## src/rtl/flash_ctrl_pkg.sv

```systemverilog
package flash_ctrl_pkg;
  typedef enum logic [3:0] {
    ST_IDLE, ST_U1, ST_U2, ST_PGM_ADDR, ST_PROG,
    ST_ESETUP, ST_EU1, ST_EU2, ST_EWIN, ST_ERASE, ST_ESUSP, ST_BYP90
  } st_e;

  typedef enum logic [1:0] {MD_READ, MD_IDENT, MD_BYPASS} md_e;

  localparam logic [10:0] ADR_A     = 11'h555;
  localparam logic [10:0] ADR_B     = 11'h2AA;
  localparam logic [7:0]  CMD_UNLK1 = 8'hAA;
  localparam logic [7:0]  CMD_UNLK2 = 8'h55;
  localparam logic [7:0]  CMD_PGM   = 8'hA0;
  localparam logic [7:0]  CMD_ESET  = 8'h80;
  localparam logic [7:0]  CMD_IDENT = 8'h90;
  localparam logic [7:0]  CMD_BYP   = 8'h20;
  localparam logic [7:0]  CMD_RESET = 8'hF0;
  localparam logic [7:0]  CMD_CHIP  = 8'h10;
  localparam logic [7:0]  CMD_SECT  = 8'h30;
  localparam logic [7:0]  CMD_SUSP  = 8'hB0;
  localparam logic [7:0]  CMD_BEXIT = 8'h00;
endpackage

```

## src/rtl/flash_wr_det.sv

```systemverilog
module flash_wr_det (
  input  logic clk_i,
  input  logic rst_ni,
  input  logic ce_ni,
  input  logic we_ni,
  input  logic allow_i,
  output logic stb_o
);
  logic wr_now, wr_q;
  assign wr_now = !ce_ni && !we_ni;

  always_ff @(posedge clk_i or negedge rst_ni) begin
    if (!rst_ni) wr_q <= 1'b0;
    else         wr_q <= wr_now;
  end

  // first cycle of a write low period only
  assign stb_o = wr_now && !wr_q && allow_i;
endmodule

```

## src/rtl/flash_rst_seq.sv

```systemverilog
module flash_rst_seq #(
  parameter int RST_LONG  = 10,
  parameter int RST_SHORT = 4,
  parameter int RECOV_LEN = 3
) (
  input  logic clk_i,
  input  logic rst_ni,
  input  logic pin_ni,
  input  logic busy_i,
  output logic hold_o,
  output logic rdy_low_o,
  output logic bus_ok_o
);
  localparam int MAXR = (RST_LONG > RST_SHORT) ? RST_LONG : RST_SHORT;
  localparam int CW   = $clog2(MAXR + 1);
  localparam int RW   = $clog2(RECOV_LEN + 2);

  logic          pin_q, long_q;
  logic [CW-1:0] cnt_q;
  logic [RW-1:0] rec_q;

  always_ff @(posedge clk_i or negedge rst_ni) begin
    if (!rst_ni) begin
      pin_q  <= 1'b1;
      long_q <= 1'b0;
      cnt_q  <= '0;
      rec_q  <= '0;
    end else begin
      pin_q <= pin_ni;
      if (!pin_ni && pin_q) begin
        cnt_q  <= busy_i ? CW'(RST_LONG) : CW'(RST_SHORT);
        long_q <= busy_i;
      end else if (cnt_q != '0) begin
        cnt_q <= cnt_q - 1'b1;
      end
      if (pin_ni && !pin_q)   rec_q <= RW'(RECOV_LEN);
      else if (rec_q != '0)   rec_q <= rec_q - 1'b1;
    end
  end

  assign hold_o    = !pin_ni;
  assign rdy_low_o = long_q && (cnt_q != '0);
  assign bus_ok_o  = pin_ni && pin_q && (cnt_q == '0) && (rec_q == '0);


  long_busy_chk: assert property (@(posedge clk_i) disable iff (!rst_ni)
    (!pin_ni && pin_q && busy_i) |=> rdy_low_o);

  short_quiet_chk: assert property (@(posedge clk_i) disable iff (!rst_ni)
    (!pin_ni && pin_q && !busy_i) |=> !rdy_low_o);

  if (RECOV_LEN > 0) begin : g_rec_chk

    rise_gap_chk: assert property (@(posedge clk_i) disable iff (!rst_ni)
      (pin_ni && !pin_q) |=> !bus_ok_o);
  end
endmodule

```

## src/rtl/flash_cmd_fsm.sv

```systemverilog
module flash_cmd_fsm
  import flash_ctrl_pkg::*;
#(
  parameter int AW        = 12,
  parameter int SB        = 2,
  parameter int PROG_LEN  = 6,
  parameter int ERASE_LEN = 20,
  parameter int EWIN_LEN  = 5
) (
  input  logic            clk_i,
  input  logic            rst_ni,
  input  logic            hold_i,
  input  logic            stb_i,
  input  logic [AW-1:0]   addr_i,
  input  logic [7:0]      data_i,
  output logic            busy_o,
  output logic            id_sel_o,
  output logic [(1<<SB)-1:0] mask_o
);
  localparam int NS   = 1 << SB;
  localparam int MAXB = (PROG_LEN > ERASE_LEN) ? PROG_LEN : ERASE_LEN;
  localparam int CW   = $clog2(MAXB + 1);
  localparam int WW   = $clog2(EWIN_LEN + 1);

  st_e           st_q;
  md_e           md_q;
  logic [CW-1:0] cnt_q;
  logic [WW-1:0] wcnt_q;
  logic [NS-1:0] mask_q, sec_bit;
  logic          at_a, at_b, is_f0;

  assign at_a    = addr_i[10:0] == ADR_A;
  assign at_b    = addr_i[10:0] == ADR_B;
  assign is_f0   = data_i == CMD_RESET;
  assign sec_bit = NS'(1) << addr_i[AW-1 -: SB];

  always_ff @(posedge clk_i or negedge rst_ni) begin
    if (!rst_ni) begin
      st_q <= ST_IDLE; md_q <= MD_READ;
      cnt_q <= '0; wcnt_q <= '0; mask_q <= '0;
    end else if (hold_i) begin
      st_q <= ST_IDLE; md_q <= MD_READ;
      cnt_q <= '0; wcnt_q <= '0; mask_q <= '0;
    end else begin
      case (st_q)
        ST_IDLE: if (stb_i) begin
          if (md_q == MD_BYPASS) begin
            if (data_i == CMD_PGM)        st_q <= ST_PGM_ADDR;
            else if (data_i == CMD_IDENT) st_q <= ST_BYP90;
          end else if (is_f0)            md_q <= MD_READ;
          else if (data_i == CMD_UNLK1 && at_a) st_q <= ST_U1;
        end
        ST_U1, ST_EU1: if (stb_i) begin
          if (data_i == CMD_UNLK2 && at_b) st_q <= (st_q == ST_U1) ? ST_U2 : ST_EU2;
          else begin st_q <= ST_IDLE; if (is_f0) md_q <= MD_READ; end
        end
        ST_U2: if (stb_i) begin
          st_q <= ST_IDLE;
          if (at_a && data_i == CMD_PGM)        st_q <= ST_PGM_ADDR;
          else if (at_a && data_i == CMD_ESET)  st_q <= ST_ESETUP;
          else if (at_a && data_i == CMD_IDENT) md_q <= MD_IDENT;
          else if (at_a && data_i == CMD_BYP)   md_q <= MD_BYPASS;
          else if (is_f0)                       md_q <= MD_READ;
        end
        ST_PGM_ADDR: if (stb_i) begin
          st_q  <= ST_PROG;
          cnt_q <= CW'(PROG_LEN);
        end
        ST_PROG: begin
          if (cnt_q == CW'(1)) begin
            st_q <= ST_IDLE;
            if (md_q != MD_BYPASS) md_q <= MD_READ;
          end else cnt_q <= cnt_q - 1'b1;
        end
        ST_ESETUP: if (stb_i) begin
          if (data_i == CMD_UNLK1 && at_a) st_q <= ST_EU1;
          else begin st_q <= ST_IDLE; if (is_f0) md_q <= MD_READ; end
        end
        ST_EU2: if (stb_i) begin
          st_q <= ST_IDLE;
          if (at_a && data_i == CMD_CHIP) begin
            st_q <= ST_ERASE; cnt_q <= CW'(ERASE_LEN); mask_q <= '1;
          end else if (data_i == CMD_SECT) begin
            st_q <= ST_EWIN; mask_q <= sec_bit; wcnt_q <= WW'(EWIN_LEN);
          end else if (is_f0) md_q <= MD_READ;
        end
        ST_EWIN: begin
          if (stb_i) begin
            if (data_i == CMD_SECT) begin
              mask_q <= mask_q | sec_bit; wcnt_q <= WW'(EWIN_LEN);
            end else begin
              st_q <= ST_IDLE; mask_q <= '0;
              if (is_f0) md_q <= MD_READ;
            end
          end else if (wcnt_q == WW'(1)) begin
            st_q <= ST_ERASE; cnt_q <= CW'(ERASE_LEN);
          end else wcnt_q <= wcnt_q - 1'b1;
        end
        ST_ERASE: begin
          if (stb_i && data_i == CMD_SUSP) st_q <= ST_ESUSP;
          else if (cnt_q == CW'(1)) begin
            st_q <= ST_IDLE; md_q <= MD_READ; mask_q <= '0;
          end else cnt_q <= cnt_q - 1'b1;
        end
        ST_ESUSP: if (stb_i && data_i == CMD_SECT) st_q <= ST_ERASE;
        ST_BYP90: if (stb_i) begin
          st_q <= ST_IDLE;
          if (data_i == CMD_BEXIT) md_q <= MD_READ;
        end
        default: st_q <= ST_IDLE;
      endcase
    end
  end

  assign busy_o   = (st_q == ST_PROG) || (st_q == ST_ERASE);
  assign id_sel_o = (md_q == MD_IDENT) && !busy_o && (st_q != ST_ESUSP);
  assign mask_o   = mask_q;


  prog_count_chk: assert property (@(posedge clk_i) disable iff (!rst_ni)
    (st_q == ST_PROG && cnt_q > CW'(1) && !hold_i) |=>
      (st_q == ST_PROG && cnt_q == $past(cnt_q) - 1'b1));

  susp_freeze_chk: assert property (@(posedge clk_i) disable iff (!rst_ni)
    (st_q == ST_ESUSP && !hold_i) |=> ($stable(cnt_q) && $stable(mask_q)));

  chip_mask_chk: assert property (@(posedge clk_i) disable iff (!rst_ni)
    (st_q == ST_EU2 && stb_i && !hold_i && at_a && data_i == CMD_CHIP) |=> (&mask_q));

  first_sector_chk: assert property (@(posedge clk_i) disable iff (!rst_ni)
    (st_q == ST_EU2 && stb_i && !hold_i && data_i == CMD_SECT) |=> ($countones(mask_q) == 1));

  hold_clear_chk: assert property (@(posedge clk_i) disable iff (!rst_ni)
    hold_i |=> (st_q == ST_IDLE && md_q == MD_READ && mask_q == '0));
endmodule

```

## src/rtl/flash_cmd_ctrl.sv

```systemverilog
module flash_cmd_ctrl #(
  parameter int AW        = 12,
  parameter int SECT_BITS = 2,
  parameter int PROG_LEN  = 6,
  parameter int ERASE_LEN = 20,
  parameter int EWIN_LEN  = 5,
  parameter int RST_LONG  = 10,
  parameter int RST_SHORT = 4,
  parameter int RECOV_LEN = 3
) (
  input  logic                      clk_i,
  input  logic                      rst_ni,
  input  logic                      hw_rst_ni,
  input  logic                      ce_ni,
  input  logic                      we_ni,
  input  logic                      oe_ni,
  input  logic [AW-1:0]             addr_i,
  input  logic [7:0]                data_i,
  output logic                      rdy_o,
  output logic                      dout_en_o,
  output logic                      id_sel_o,
  output logic [(1<<SECT_BITS)-1:0] erase_mask_o
);
  logic hold, rdy_low, bus_ok, stb, busy;

  flash_rst_seq #(
    .RST_LONG(RST_LONG), .RST_SHORT(RST_SHORT), .RECOV_LEN(RECOV_LEN)
  ) u_rst (
    .clk_i(clk_i), .rst_ni(rst_ni), .pin_ni(hw_rst_ni), .busy_i(!rdy_o),
    .hold_o(hold), .rdy_low_o(rdy_low), .bus_ok_o(bus_ok)
  );

  flash_wr_det u_wr (
    .clk_i(clk_i), .rst_ni(rst_ni), .ce_ni(ce_ni), .we_ni(we_ni),
    .allow_i(bus_ok), .stb_o(stb)
  );

  flash_cmd_fsm #(
    .AW(AW), .SB(SECT_BITS), .PROG_LEN(PROG_LEN),
    .ERASE_LEN(ERASE_LEN), .EWIN_LEN(EWIN_LEN)
  ) u_fsm (
    .clk_i(clk_i), .rst_ni(rst_ni), .hold_i(hold), .stb_i(stb),
    .addr_i(addr_i), .data_i(data_i), .busy_o(busy),
    .id_sel_o(id_sel_o), .mask_o(erase_mask_o)
  );

  assign rdy_o     = !(busy || rdy_low);
  assign dout_en_o = bus_ok && !ce_ni && !oe_ni;


  rst_tristate_chk: assert property (@(posedge clk_i) disable iff (!rst_ni)
    !hw_rst_ni |-> !dout_en_o);

  desel_chk: assert property (@(posedge clk_i) disable iff (!rst_ni)
    ce_ni |-> !dout_en_o);
endmodule

```

## config.mk

```make
export PLATFORM = sky130hd
export DESIGN_NAME = flash_cmd_ctrl
export DESIGN_NICKNAME = d
export VERILOG_FILES = /design/src/rtl/flash_ctrl_pkg.sv /design/src/rtl/flash_wr_det.sv /design/src/rtl/flash_rst_seq.sv /design/src/rtl/flash_cmd_fsm.sv /design/src/rtl/flash_cmd_ctrl.sv
export SDC_FILE = /design/constraint.sdc
export NUM_CORES = 1
export LEC_CHECK = 0
export BUFFER_PORTS_ARGS = -buffer_cell sky130_fd_sc_hd__buf_4
export CORE_ASPECT_RATIO = 1.5
export CORE_MARGIN = 10
export CORE_UTILIZATION = 35
export DETAILED_ROUTE_END_ITERATION = 8
export PLACE_DENSITY = 0.52
export SKIP_CTS_REPAIR_TIMING = 1
export SYNTH_ARGS = -nofsm -noshare
export SYNTH_HDL_FRONTEND = slang
export SYNTH_SLANG_ARGS = --single-unit
```

## constraint.sdc

```tcl
create_clock -name clk_i -period 2.6 [get_ports clk_i]
set_input_delay 0.65 -clock clk_i [delete_from_list [all_inputs] [get_ports clk_i]]
set_output_delay 0.65 -clock clk_i [all_outputs]
set_load 0.01 [all_outputs]
```

Word level (Yosys, flattened, before mapping)
Cells that the tools add are included.
- register bits after elaboration: 28
- mux-type cells: 81
- $add $sub $neg: 4
- shifts and indexed selects: 1
- equal/unequal tests: 63
- reduce and logical (&&, ||, !) cells: 46
- bitwise gates (word level): 1
- operators with widths (cell ; count):
    4-bit two-way mux ; 34
    8-bit equality test (second input constant) ; 6
    2-bit two-way mux ; 23
    3-bit by 2-bit != test with 1-bit output (second input constant) ; 15
    4-bit case mux with 11 select lines ; 1
    5-bit two-way mux ; 8
    3-bit two-way mux ; 11
    5-bit case mux with 5 select lines ; 1
    3-bit != test (second input constant) ; 8
    1-bit logical AND ; 22
    19-bit AND reduction ; 1
    2-bit case mux with 9 select lines ; 1
    4-bit by 3-bit equality test with 1-bit output (second input constant) ; 4
    4-bit equality test (second input constant) ; 4
    8-bit by 6-bit equality test with 1-bit output (second input constant) ; 2
    13-bit AND reduction ; 1
    4-bit by 2-bit != test with 1-bit output (second input constant) ; 3
    4-bit != test (second input constant) ; 3
    4-bit case mux with 3 select lines ; 1
    11-bit by 10-bit equality test with 1-bit output (second input constant) ; 1
    11-bit equality test (second input constant) ; 1
    10-bit by 1-bit != test with 1-bit output (second input constant) ; 1
    4-bit by 2-bit equality test with 1-bit output (second input constant) ; 2
    8-bit by 5-bit equality test with 1-bit output (second input constant) ; 1
    30 further kinds ; 41

Depth between registers and ports, before layout
Gate-level depths: netlist (run 1).
- word-level depth: 9
- mapped depth: 9

Modules after synthesis
A second synthesis (run 1) with hierarchy kept.
- cell total of the unflattened synthesis: 278
- area total of the unflattened synthesis: 2352.3 µm²
- by module, submodules not included (module ; instances ; area an instance (µm²) ; cells an instance ; seq. area each (µm²)):
    flash_cmd_fsm ; 1 ; 1821.7 ; 228 ; 450.4
    flash_rst_seq ; 1 ; 469.2 ; 44 ; 226.5
    flash_wr_det ; 1 ; 43.8 ; 3 ; 25.0
    flash_cmd_ctrl ; 1 ; 17.5 ; 3 ; 0.0

Worst setup path before layout (run 1)
OpenSTA, ideal clock, no wires.
- kind: input -> register
- start: in data_i[1]
- end: reg u_fsm.st_q[0]
- path slack: -34 ps
- cell stages on the path: 6
- data required time: 2475 ps
- data arrival time: 2509 ps
- setup time: 125 ps
- path through: or4_1 > or4_1 > nand3_1 > a21oi_2 > o31ai_4 > mux2_4
- cells in the longest elaborated chain, start to end: 7
- RTL lines (element ; line ; RTL):
    from (decl) ; flash_cmd_ctrl.sv:18 ; input logic [7:0] data_i,
    8-bit equality test ; flash_cmd_fsm.sv:60 ; else if (at_a && data_i == CMD_ESET) st_q <= ST_ESETUP;
    1-bit logical AND ; flash_cmd_fsm.sv:60 ;
    3-bit two-way mux ; flash_cmd_fsm.sv:60 ;
    4-bit two-way mux ; flash_cmd_fsm.sv:59 ; if (at_a && data_i == CMD_PGM) st_q <= ST_PGM_ADDR;
    4-bit two-way mux ; flash_cmd_fsm.sv:57 ; ST_U2: if (stb_i) begin
    4-bit case mux with 11 select lines ; flash_cmd_fsm.sv:45 ; case (st_q)
    4-bit two-way mux ; flash_cmd_fsm.sv:41 ; end else if (hold_i) begin
    to (signal assigned) ; flash_cmd_fsm.sv:54 ; if (data_i == CMD_UNLK2 && at_b) st_q <= (st_q == ST_U1) ? ST_U2 : ST_EU2;
    to (decl) ; flash_cmd_fsm.sv:25 ; st_e st_q;
Parallel ways exist; a longest one is shown, timed or not. The select of a mux whose other input is x is not followed.
A chain may end at the register's enable or synchronous reset.

Final worst setup path (run 1)
- start: reg u_rst.cnt_q[0]
- end: out rdy_o
- cells in the longest elaborated chain, start to end: 4
- RTL lines (element ; line ; RTL):
    from (decl) ; flash_rst_seq.sv:19 ; logic [CW-1:0] cnt_q;
    from (signal assigned) ; flash_rst_seq.sv:31 ; cnt_q <= busy_i ? CW'(RST_LONG) : CW'(RST_SHORT);
    from (signal assigned) ; flash_rst_seq.sv:34 ; cnt_q <= cnt_q - 1'b1;
    4-bit nonzero test ; flash_rst_seq.sv:42 ; assign rdy_low_o = long_q && (cnt_q != '0);
    1-bit logical AND ; flash_rst_seq.sv:42 ;
    1-bit logical OR ; flash_cmd_ctrl.sv:47 ; assign rdy_o = !(busy || rdy_low);
    1-bit zero test ; flash_cmd_ctrl.sv:47 ;
    to (decl) ; flash_cmd_ctrl.sv:19 ; output logic rdy_o,
Every way passes these cells.

==> key figures, run 1 <==
Floorplan
  – Top-level I/O count: 33
  – Initial core utilization: between 30 and 40%
  – CORE AREA: 6940 um^2
  – Cell row count: 37
  – DIE WIDTH: 89.3 um
  – Die extent in y: 124 um
  – Die area: 11100 um^2

Finish
  – Most common cell after layout, fill and taps aside: buf_4
  – # nets final: 424
  – Commonest cells after routing, fill and taps aside: buf_4, nand2_1, a21oi_1
  – Layout area overhead: 28.4%
  – Fill count: 715
  – Core Util, Final: 46.6%
  – FF+latch area: 703 um^2
  – Post-route cell area: 3230 um^2
  – Area of the multi-input gates: 1700 um^2
  – Fraction of layout cells with a size suffix above 1: 27.5%
  – # diodes: 0

Placement
  – I/O Buffers: 32
  – Pre-CTS setup slack: -0.214 ns
  – Placed Area: 3160 um^2
  – RePlAce Congestion: 0.891
  – Dpl hpwl: 6530 um

Logic synthesis
  – Avg Inst Size Synth: 8.02 um^2
  – FF+latch count, synth: 28
  – Synth cell types: 67
  – Syn nets: 348
  – Syn Inst Count: 314
  – Mapped Area: 2520 um^2
  – Number of synthesized flops with an enable pin: 0
  – Dominant synthesized flop cell: dfrtp_1
  – Yosys warning count: 0
  – Ys async rst share: 100%
  – Register area share after synthesis: 27.9%

Power and ir drop
  – Worst vdd ir: 0.456 mV
  – Tot Pwr: 0.00142 W
  – PD cells: 440 nW/um^2
  – Leak pwr: 1.35 nW

Worst setup path
  – FF-to-FF Start: u_fsm.cnt_q[1]$_DFFE_PN0P_
  – Critical path class: flip-flop to output port
  – Crit end category: output port
  – CP Data Arrival Time: 1.91 ns
  – Startpoint types: flip-flop
  – Worst reg-to-reg path cell count: 9
  – Worst EP required: 1.95 ns
  – Worst R2R End: u_fsm.md_q[1]$_DFFE_PN0P_
  – Worst-path fanout max: 4
  – Reg2reg setup slack: between 0.1 and 0.15 ns

Global routing
  – Largest net degree at the start of global routing: 29
  – Via count of the first global-routing pass: 2761
  – First-pass GRT wire length: 13400 um
  – Grt total ovfl: 0
  – Initial antenna violation count: 0
  – Total GRT Usage: around 15%

Timing
  – RSZ-0062 raised after global routing: yes
  – Final Setup Violations: 0
  – Final hold violations: 0
  – Final worst slack: 0.0419 ns
  – Min Tclk post-route: around 2.6 ns
  – Final clock skew: 0.00253 ns
  – Max Slew Vio Count: 0
  – Max_slew headroom: 66.6%
  – Worst-Margin Slew: 0.488 ns
  – Max Clk Rate: 0.391 GHz
  – Setup TNS: 0 ns
  – Fin crit share: 98.4%

Clock tree
  – CTS tree: done
  – Clk sinks: 28
  – Clock transition at path regs: 0.10 ns
  – CTS root buf: clkbuf_8
  – TritonCTS buffer count: 3
  – H-tree levels: 1
  – Max clock buf depth: 2
  – Clock Latency Late Sink: 0.29 ns

Run status
  – Run status: complete, no violations

Route
  – Drc violations: 0
  – Routed length per instance: 17.4 um
  – DR iter-0 viols: 140
  – WL final: just over 8000 um
  – DRT Pass-1 Iters: 4
  – Routed Antenna Nets: 0
  – DR vias/cell: 5.88
  – Via count: 2744

Min path
  – HP Class: input port to async pin

Job
  – Max_cap viols: 0
==> state kept, by name, summed over array words and instances, names as in the netlist <==
name and flops:
u_fsm.cnt_q 5, u_fsm.mask_o 4, u_fsm.md_q 2, u_fsm.st_q 4, u_fsm.wcnt_q 3, u_rst.cnt_q 4, u_rst.long_q 1, u_rst.pin_q 1
u_rst.rec_q 3, u_wr.wr_q 1
==> metrics by stage <==
step	hold slack (ns)	instances
3_5_place_dp	0.481	463
6_report	0.260	467
2_1_floorplan	0.354	314
3_3_place_gp	0.477	463
4_1_cts	0.276	467
5_1_grt	0.282	467
==> metal layers <==
metal / vias to the layer above / track usage [%] / routed length [um]
li1: 1337 / - / -
met1: 1305 / 16.8 / 3360
met2: 82 / 27.4 / 4110
met3: 20 / 2.68 / 416
met4: 0 / 7.09 / 262
met5: - / 0 / 0
==> cell usage after synthesis (3+ instances only) <==
cell type	number	area, um^2
buf_2	3	15.0
xnor2_1	6	52.6
mux2i_1	3	30.0
dfrtp_1	27	676
o21ai_0	17	85.1
or2_2	3	18.8
o31ai_1	4	30.0
nor4b_1	4	35.0
a21boi_0	3	22.5
nor4_1	9	56.3
buf_4	3	22.5
nor2_1	23	86.3
o22a_1	4	35.0
or4_1	5	37.5
clkbuf_1	3	11.3
nand2b_1	12	75.1
nor2b_1	3	18.8
nand3_1	10	50.1
ha_1	8	100
a21oi_1	28	140
nor3_1	10	50.1
inv_1	17	63.8
nand4_1	5	31.3
o22ai_1	6	37.5
o21ai_1	8	40.0
nand2_1	30	113
nand4b_1	4	35.0
==> cell families (layout without fill, tap and decap cells) <==
kind of cell | count (synthesis) | count (layout) | synth area share, %
multiplexers | 4 | 4 | 1.79
adder cells (fa/ha/maj) | 8 | 8 | 3.97
flip-flops | 28 | 28 | 27.9
AO/OA/AOI/OAI | 97 | 97 | 26.0
XOR/XNOR | 6 | 6 | 2.09
AND/OR/NAND/NOR | 143 | 143 | 32.9
buffers and inverters | 28 | 103 | 5.36
==> final cells by class <==
cell class / instances / area share (%)
well taps: 78 / 3.02
inverters: 17 / 1.97
flip-flops and latches: 28 / 21.7
multi-input cells: 258 / 52.5
repair buffers: 82 / 19.0
clock buffers: 4 / 1.70
==> where the power goes <==
| part | internal, W | total, W | switching, W | leakage (nW) |
|---|---|---|---|---|
| Clock | 0.000137 | 0.000293 | 0.000156 | 0.0288 |
| Sequential | 0.000510 | 0.000569 | 0.0000591 | 0.357 |
| Combinational | 0.000273 | 0.000561 | 0.000288 | 0.964 |
| Total | 0.000919 | 0.00142 | 0.000503 | 1.35 |
==> worst max path at each step <==
stage | startpoint | endpoint | depth (start not counted)
final | u_rst.cnt_q[0]$_DFFE_PN0P_ | rdy_o | 6
after global routing | u_rst.cnt_q[0]$_DFFE_PN0P_ | rdy_o | 6
after CTS | u_rst.cnt_q[0]$_DFFE_PN0P_ | rdy_o | 6
after detailed placement | data_i[1] | u_fsm.st_q[0]$_DFFE_PN0P_ | 7
after global placement | data_i[1] | u_fsm.st_q[0]$_DFFE_PN0P_ | 7
after floorplan | data_i[1] | u_fsm.st_q[0]$_DFFE_PN0P_ | 6
==> worst max-delay path, stage by stage (launching register included) <==
cell and delay (ns):
dfrtp_1 0.39, inv_1 0.11, ha_1 0.18, or3b_1 0.40
buf_4 0.17, a21oi_2 0.20, buf_4 0.16
(Power assumes the default switching activity.)
==> run 2: changes to the inputs <==
Settings changed: SYNTH_HIERARCHICAL set to 1.
==> run 2 against run 1 <==
Synthesized cell count decreased by 11%. First-iteration DRC count decreased by 32%. Critical path depth increased by 7. Global-route usage decreased by 1.9 points. Die area decreased by 5.4%. Largest cell class unchanged. Clock power decreased by 8.2%. Worst hold slack improved by 0.024 ns. Critical path type is now flip-flop to flip-flop. Total power decreased by 12%. Final cell count decreased by 6.4%. Sequential share of layout area decreased by 1.1 points. Count of clock-buffer cells in the layout unchanged. Via count decreased by 9.6%.
==> key figures, run 2 <==
Finish
  – # diodes: 0
  – Largest register FFs: 5
  – FF+latch area: approximately 700 um^2
  – Fill count: 642
  – Commonest cells after routing, fill and taps aside: buf_4, dfrtp_1, nand2_1
  – Layout area overhead: 44.6%
  – Most common cell after layout, fill and taps aside: buf_4
  – Fraction of layout cells with a size suffix above 1: 41.3%
  – Core Util, Final: between 50 and 60%
  – Most flops, register: u_fsm/cnt_q
  – # nets final: 395
  – Area of the multi-input gates: 1770 um^2

Logic synthesis
  – Syn nets: about 310
  – Ys async rst share: 100%
  – Yosys warning count: 6
  – Mapped Area: 2350 um^2
  – Syn Inst Count: 278
  – Top cells by area, synth: dfrtp_1, ha_1, nand2_1
  – Synth area leader: dfrtp_1
  – Adder-Cell Fraction of Synth Area: between 3 and 4%
  – Dominant synthesized flop cell: dfrtp_1
  – Most frequent cell after synthesis: dfrtp_1
  – Synth cell types: between 60 and 70
  – Synth top area share: 28.7%
  – Synth Area in Compound Gates: 23.7%
  – FF+latch count, synth: 28
  – Synth Area in Simple Gates: 31.0%
  – Synth top cells by count: dfrtp_1, nand2_1, nor2_1
  – Avg Inst Size Synth: 8.46 um^2
  – Post-synthesis mux area share: 4.89%
  – Number of synthesized flops with an enable pin: 0
  – Register area share after synthesis: 29.8%
  – Synth Area in XOR/XNOR: 1.86%
  – Largest family of logic cells by synthesized area: simple AND/OR/NAND/NOR gates

Global routing
  – Total GRT Usage: between 10% and 20%
  – First-pass GRT wire length: 11600 um
  – Via count of the first global-routing pass: 2463
  – Grt total ovfl: 0
  – Largest net degree at the start of global routing: 30
  – Initial antenna violation count: 0

Route
  – Routed length per instance: 16.7 um
  – Drc violations: 0
  – DR iter-0 viols: 95
  – WL final: 7310 um
  – Routed Antenna Nets: 0
  – Via count: 2480
  – DRT Pass-1 Iters: 7
  – DR vias/cell: 5.68

Timing
  – RSZ-0062 raised after global routing: yes
  – Final clock skew: about 0.010 ns
  – Max Clk Rate: 0.386 GHz
  – Final hold violations: 0
  – Max Slew Vio Count: 0
  – Final Setup Violations: 0
  – Max_slew headroom: 63.2%
  – Fin crit share: roughly 100%
  – Worst-Margin Slew: ~0.55 ns
  – Hold slack: 0.285 ns
  – Min Tclk post-route: 2.59 ns

Worst setup path
  – Crit end category: flip-flop
  – Startpoint types: flip-flop
  – CP Data Arrival Time: 2.81 ns
  – Worst EP required: ~2.8 ns
  – Worst Setup EP: u_fsm/md_q[1]$_DFFE_PN0P_
  – Worst R2R End: u_fsm/md_q[1]$_DFFE_PN0P_
  – Reg2reg setup slack: around 0.011 ns
  – Worst reg-to-reg path cell count: 13
  – FF-to-FF Start: u_rst/cnt_q[0]$_DFFE_PN0P_
  – CP Launch Point: u_rst/cnt_q[0]$_DFFE_PN0P_
  – Critical path class: flip-flop to flip-flop
  – Worst-path fanout max: 3

Floorplan
  – DIE WIDTH: 86.9 um
  – Die area: 10500 um^2
  – CORE AREA: 6530 um^2
  – Die extent in y: ~120 um
  – Initial core utilization: 36.0%
  – Top-level I/O count: 33
  – Cell row count: 36

Clock tree
  – TritonCTS buffer count: 3
  – H-tree levels: 1
  – CTS root buf: clkbuf_8
  – CTS tree: done
  – Max clock buf depth: 2
  – Clk sinks: 28
  – Clock transition at path regs: 0.10 ns
  – Clock Latency Late Sink: 0.27 ns

Run status
  – Run status: complete, no violations

Power and ir drop
  – Worst vdd ir: 0.212 mV
  – Leak pwr: ~1.5 nW
  – PD cells: around 370 nW/um^2

Placement
  – I/O Buffers: 32
  – Dpl hpwl: approximately 5700 um
  – RePlAce Congestion: 0.897

Min path
  – HP Class: input port to async pin

Job
  – Max_cap viols: 0
-- run 2: final cells by class --
class / count / area share (%)
clock buffers: 4 / 1.62
inverters: 17 / 1.88
multi-input cells: 221 / 52.1
flip-flops and latches: 28 / 20.7
well taps: 76 / 2.80
repair buffers: 91 / 20.9
-- run 2: worst max-delay path, cell delays in order (launching register included) --
cell and delay [ns]:
dfrtp_1 0.40, inv_2 0.09, ha_4 0.13, nor3b_4 0.19
and4_4 0.24, nor4b_4 0.26, nor2_2 0.11, buf_4 0.15
nor2_4 0.07, a22oi_2 0.09, a2111oi_4 0.40, buf_4 0.17
a21boi_2 0.14, a21o_1 0.09
-- run 2: how the worst min path moves through the flow --
stage                               startpoint                          to  slack, ns
floorplan                               rst_ni  u_fsm/cnt_q[0]$_DFFE_PN0P_       0.35
global placement    u_rst/rec_q[1]$_DFFE_PN0P_  u_rst/rec_q[1]$_DFFE_PN0P_       0.48
detailed placement  u_rst/rec_q[1]$_DFFE_PN0P_  u_rst/rec_q[1]$_DFFE_PN0P_       0.48
CTS                                     rst_ni  u_rst/cnt_q[2]$_DFFE_PN0P_       0.29
global route                            rst_ni  u_rst/cnt_q[2]$_DFFE_PN0P_       0.30
finish                                  rst_ni   u_fsm/st_q[0]$_DFFE_PN0P_       0.28
-- run 2: metal layers --
| layer | global-route usage, % | part of all wire, % |
|---|---|---|
| met3 | 1.75 | 3.6 |
| met1 | 14.7 | 39 |
| met5 | 0 | 0 |
| met2 | 24.3 | 54 |
| met4 | 6.20 | 2.7 |
-- run 2: cell families (layout without fill, tap and decap cells) --
logic type               after synthesis  in the layout
AO/OA/AOI/OAI                         77             77
flip-flops                            28             28
AND/OR/NAND/NOR                      121            121
buffers and inverters                 29            112
XOR/XNOR                               5              5
adder cells (fa/ha/maj)                7              7
multiplexers                          11             11
-- run 2: through the flow --
step | power (W) | cell area, um^2 | cells | setup TNS (ns) | setup slack (ns)
2_1_floorplan | 0.000733 | 2380 | 278 | -0.356 | -0.107
3_3_place_gp | 0.000921 | 3050 | 425 | -1.76 | -0.233
3_5_place_dp | 0.000928 | 3050 | 425 | -2.06 | -0.291
4_1_cts | 0.00121 | 3110 | 429 | -1.34 | -0.318
5_1_grt | 0.00135 | 3400 | 437 | -1.37 | -0.124
6_report | 0.00126 | 3400 | 437 | 0 | 0.0110
-- run 2: power by group --
part,switching (W),leakage (nW),internal [W]
Combinational,0.000189,1.05,0.000272
Clock,0.000133,0.0288,0.000135
Sequential,0.0000385,0.370,0.000489
Total,0.000361,1.45,0.000896
